<file path="src/rtl/alu_ccode.sv">
module alu_ccode #(
  parameter int W = 16,
  parameter int IMM_W = 5
) (
  input  logic         clk,
  input  logic         rst_n,
  input  logic [15:0]  instr,
  input  logic [W-1:0] src_a,
  input  logic [W-1:0] src_b,
  input  logic [W-1:0] load_val,
  input  logic         cc_update,
  input  logic         cc_sel_load,
  output logic [W-1:0] result,
  output logic [2:0]   dest_idx,
  output logic [1:0]   cc,
  output logic         branch_match
);
  localparam logic [3:0] OP_ADD = 4'b0001;
  localparam logic [3:0] OP_AND = 4'b0101;
  localparam logic [3:0] OP_NOT = 4'b1001;
  localparam logic [1:0] CC_POS = 2'd0;
  localparam logic [1:0] CC_ZER = 2'd1;
  localparam logic [1:0] CC_NEG = 2'd2;

  logic [3:0]   opc;
  logic [W-1:0] imm_ext, opnd_b, cls_val;
  logic [1:0]   cc_next;

  assign opc      = instr[15:12];
  assign dest_idx = instr[11:9];
  assign imm_ext  = {{(W-IMM_W){instr[IMM_W-1]}}, instr[IMM_W-1:0]};
  assign opnd_b   = instr[5] ? imm_ext : src_b;

  always_comb begin
    case (opc)
      OP_ADD:  result = src_a + opnd_b;
      OP_AND:  result = src_a & opnd_b;
      OP_NOT:  result = ~src_a;
      default: result = '0;
    endcase
  end

  assign cls_val = cc_sel_load ? load_val : result;

  always_comb begin
    if (cls_val == '0)     cc_next = CC_ZER;
    else if (cls_val[W-1]) cc_next = CC_NEG;
    else                   cc_next = CC_POS;
  end

  always_ff @(posedge clk or negedge rst_n) begin
    if (!rst_n)         cc <= CC_POS;
    else if (cc_update) cc <= cc_next;
  end

  assign branch_match = (instr[11] && cc == CC_NEG) ||
                        (instr[10] && cc == CC_ZER) ||
                        (instr[9]  && cc == CC_POS);


  cc_legal_chk: assert property (@(posedge clk) disable iff (!rst_n) cc != 2'd3);


  cc_hold_chk: assert property (@(posedge clk) disable iff (!rst_n)
    !cc_update |=> $stable(cc));


  cc_zero_chk: assert property (@(posedge clk) disable iff (!rst_n)
    (cc_update && !cc_sel_load && result == '0) |=> cc == CC_ZER);


  cc_load_neg_chk: assert property (@(posedge clk) disable iff (!rst_n)
    (cc_update && cc_sel_load && load_val[W-1]) |=> cc == CC_NEG);


  always_comb begin
    if (rst_n && instr[11:9] == 3'b000)
      br_none_chk: assert (!branch_match);
  end


  always_comb begin
    if (opc == OP_ADD && instr[5] && instr[IMM_W-1:0] == '0)
      add_zero_imm_chk: assert (result == src_a);
  end
endmodule

</file>
<file path="config.mk">
export PLATFORM = sky130hd
export DESIGN_NAME = alu_ccode
export DESIGN_NICKNAME = d
export VERILOG_FILES = /design/src/rtl/alu_ccode.sv
export SDC_FILE = /design/constraint.sdc
export NUM_CORES = 1
export LEC_CHECK = 0
export BUFFER_PORTS_ARGS = -buffer_cell sky130_fd_sc_hd__buf_2
export CORE_MARGIN = 4
export CORE_UTILIZATION = 40
export DETAILED_ROUTE_END_ITERATION = 7
export GPL_ROUTABILITY_DRIVEN = 1
export PLACE_DENSITY = 0.79
export SLEW_MARGIN = 20
export SYNTH_ARGS = -nofsm -noshare
export SYNTH_HDL_FRONTEND = slang
export SYNTH_SLANG_ARGS = --single-unit
</file>
<file path="constraint.sdc">
create_clock -name clk -period 2.2 [get_ports clk]
set_clock_uncertainty 0.05 [all_clocks]
set_input_delay 0.11 -clock clk [delete_from_list [all_inputs] [get_ports clk]]
set_output_delay 0.11 -clock clk [all_outputs]
set_load 0.005 [all_outputs]
</file>
==> impl_results.md <==
- Status: finished, violations left
- Violated checks: negative setup slack
- GR Layer Usage met3: 4.86%
- Ports: 90
- Adder-cell share of the synthesized area: roughly 15%
- Async SR Flop Fraction: 100%
- Maximum vdd ir drop: roughly 0.23 mV
- Drt first-iter violations: roughly 390
- Crit path buf inv count: 4
- Cell variety after synth: 56
- Min cycle time layout: approximately 2.9 ns
- Initial antenna violation count: 0
- Cell family with most CP delay: compound AO/OA/AOI/OAI gates
- Met1 global-route usage: roughly 35%
- Worst EP required: between 2 and 2.5 ns
- Mapped Nets: ~300
- Post-Synth Simple-Gate Area: 23.2%
- XOR/XNOR Fraction of Synth Area: roughly 6%
- Max-slew violation count: 0
- Startpoint of the most critical hold path: cc_update
- CP peak stage delay: ~0.42 ns
- Setup crit start: instr[5]
- DR WL/cell: 24.5 um
- Core ar.: around 3400 sq um
- Max FFs per register: 2
- Clock Root Buffer: clkbuf_8
- # DRC: 0
- Final net count: 460
- GPL Wtd Cong: 0.967
- Cell Count, Final, Fillers Out: about 420
- CP most frequent cell: buf_12
- Diode count: 0
- IO Port Bufs: 86
- Number of synthesized flops with an enable pin: 0
- CTS Buf Count: 3
- Pwr per Cell Area: 381 nW/um^2
- Max H-tree Level: 1
- Setup ws final: -0.748 ns
- Slew HR: roughly three fifths
- Arr. time, crit path: between 3 and 4 ns
- Fill cell count: about 150
- Leak: about 1.5 nW
- CP Max Fanout: 6
- WL final: 10300 um
- Fin. Hold Viols: 0
- Synth area leader: ha_1
- Compound-gate portion of the synthesized area: roughly two fifths
- HP Class: input pin to flip-flop
- Post-synthesis sequential area ratio: about 3.4%
- Worst skew pair latency: roughly 0.21 ns
- Number of global-route vias before repair: 2301
- Crit path cell chain: buf_12 > buf_12 > buf_12 > o21ai_0 > ha_1 > a21oi_1 > o21ai_2 > and4_1 > nor3_1 > o31ai_4 > a2111oi_2 > buf_4 > nand4b_1 > o21ai_1
- Via count of the routed design: roughly 2900
- Top cells by area, synth: ha_1, o21ai_0, inv_1
- Worst Tran Pin Value: between 0.6 and 0.7 ns
- Post-route clock period utilization: 134%
- Cell row count: 21
- Top flop regs: cc x2
- Largest net degree at the start of global routing: 10
- Die X-Extent: slightly below 70 um
- Detail Route Antenna Nets: 0
- Synth top area share: approximately 14%
- Final setup fails: 14
- Yosys reg bits: 2
- Reg-to-reg startpoint: cc[0]
- Die area: ~4700 sq um
- Global-route wire length before repair: roughly 11000 um
- RSZ-0062 raised after global routing: yes
- HPWL after detailed placement: approximately 5100 um
- CP Launch Type: input pin
- Place WS: -0.894 ns
- Largest family of logic cells by synthesized area: compound AO/OA/AOI/OAI gates
- Cell area after synthesis: 1480 sq um
- Most Crowded Layer GR: met2
- TritonCTS clock tree: built
- CP Capture Type: flip-flop
- Total track usage: 29.4%
- Die Y: approximately 70 um
- Met2 usage: a little over half
- Total Negative Setup Slacks: -5.18 ns
- WS Path Type: input pin to flip-flop
- Achievable Freq: around 340 MHz
- Mux cell area share after synthesis: under 10%
- Warnings from Yosys: 0
- Sink Count: 2
- Clk slew on worst S/H paths: 0.03 ns
- Drt via density: between 6 and 7
- Post-synthesis cell count: 214
- Largest Register: cc
- Top FF cell, synth: dfrtp_1
- Clk buf depth: 2
- Share of layout cells above drive strength 1: approximately 64%
- Syn avg cell area: 6.89 sq um
- Inst Count DP: ~400
- Area Growth Syn to Fin: 109%
- Number of iterations in the first detailed-routing pass: 5
- Starting Density: 42.9%
- Critical path's slowest cell: a2111oi_2
- Max-Cap Viols: 0
- Grt total ovfl: 0
==> stage by stage <==
| stage | hold WS [ns] | utilization [%] | total power, mW | cell area, sq um |
|---|---|---|---|---|
| 2_1_floorplan | -0.236 | - | 0.373 | 1530 |
| 3_3_place_gp | -0.155 | 71.3 | 0.663 | 2450 |
| 3_5_place_dp | -0.149 | 71.3 | 0.681 | 2450 |
| 4_1_cts | 0.0698 | 78.8 | 0.908 | 2710 |
| 5_1_grt | 0.0854 | 89.6 | 1.22 | 3080 |
| 6_report | 0.0904 | 89.6 | 1.17 | 3080 |
==> cells by family (layout without fill, tap and decap cells) <==
logic type,after synthesis,count (layout)
simple gates,64,64
buf+inv,32,191
compound gates,84,84
fa+ha+maj,17,17
flops,2,2
mux,5,5
xor+xnor,10,10
==> per-layer routing <==
layer  part of all wire [%]  vias up
met5                      0        -
met4                    8.4        0
met3                     13      109
met2                     43      315
met1                     35     1315
li1                       -     1132
==> area by class of cell <==
| class | count | area, sq um | share of cell area (%) |
|---|---|---|---|
| Multi-Input combinational cell | 180 | 1730 | 56.0 |
| Timing Repair Buffer | 167 | 1130 | 36.6 |
| Tap cell | 46 | 57.6 | 1.87 |
| Sequential cell | 2 | 50.0 | 1.62 |
| Clock buffer | 3 | 41.3 | 1.34 |
| Inverter | 21 | 78.8 | 2.56 |
==> where the power goes <==
group	switching [mW]	leakage, nW	internal [mW]
sequential	0.00527	0.0259	0.0415
combinational	0.490	1.44	0.489
clock	0.0321	0.0216	0.116
total	0.528	1.49	0.646
==> Yosys cell counts, types with 3 or more instances <==
| library cell | count |
|---|---|
| mux2_2 | 3 |
| nor3_1 | 5 |
| o21bai_1 | 3 |
| clkbuf_1 | 5 |
| inv_1 | 21 |
| o221ai_1 | 5 |
| a21o_1 | 3 |
| a21oi_1 | 11 |
| o21ai_1 | 5 |
| nor2_1 | 13 |
| nand2_1 | 20 |
| o21a_1 | 3 |
| ha_1 | 16 |
| o211ai_1 | 6 |
| nand3_1 | 4 |
| a31oi_1 | 3 |
| xnor2_1 | 8 |
| o21ai_0 | 23 |
| a211oi_1 | 3 |
| buf_4 | 4 |
| or4_1 | 3 |
==> path summary, 6_finish.rpt <==
| check | depth (start not counted) | end | slack, ns |
|---|---|---|---|
| max | 14 | cc[0] | -0.75 |
| min | 2 | cc[1] | 0.09 |
| max reg2reg | 2 | cc[0] | 1.32 |
| min reg2reg | 2 | cc[0] | 0.54 |
| max in group asynchronous | 2 | cc[0] | 1.84 |
| min in group asynchronous | 2 | cc[1] | 0.16 |
==> cells in the final DEF (no fill, tap or decap), drive strengths merged, types with 2 or more instances in the layout <==
master / synthesis / final
xnor2: 8 / 8
a21o: 5 / 5
or4: 3 / 3
o21bai: 3 / 3
dfrtp: 2 / 2
a211oi: 4 / 4
o221ai: 5 / 5
nor4: 2 / 2
a21oi: 11 / 11
o21ai: 29 / 29
inv: 21 / 21
and3: 2 / 2
o21a: 3 / 3
o211ai: 6 / 6
buf: 6 / 166
nand3: 4 / 4
clkbuf: 5 / 3
xor2: 2 / 2
mux2i: 2 / 2
or4b: 2 / 2
nand2: 20 / 20
mux2: 3 / 3
a221o: 2 / 2
a2111oi: 2 / 2
nor2: 13 / 13
or2: 2 / 2
nand4: 2 / 2
a32oi: 2 / 2
nor3: 5 / 5
ha: 16 / 16
a31oi: 3 / 3
==> repair_timing <==
| action | CTS | global route |
|---|---|---|
| hold endpoints to repair | 2 | 0 |
| gates resized for setup | 41 | 50 |
| buffers inserted | 5 | 9 |
| pin swaps | 26 | 42 |
| hold buffers | 1 | 0 |
| setup endpoints to repair | 14 | 14 |
Note: power is estimated with default switching activity, not from simulation.
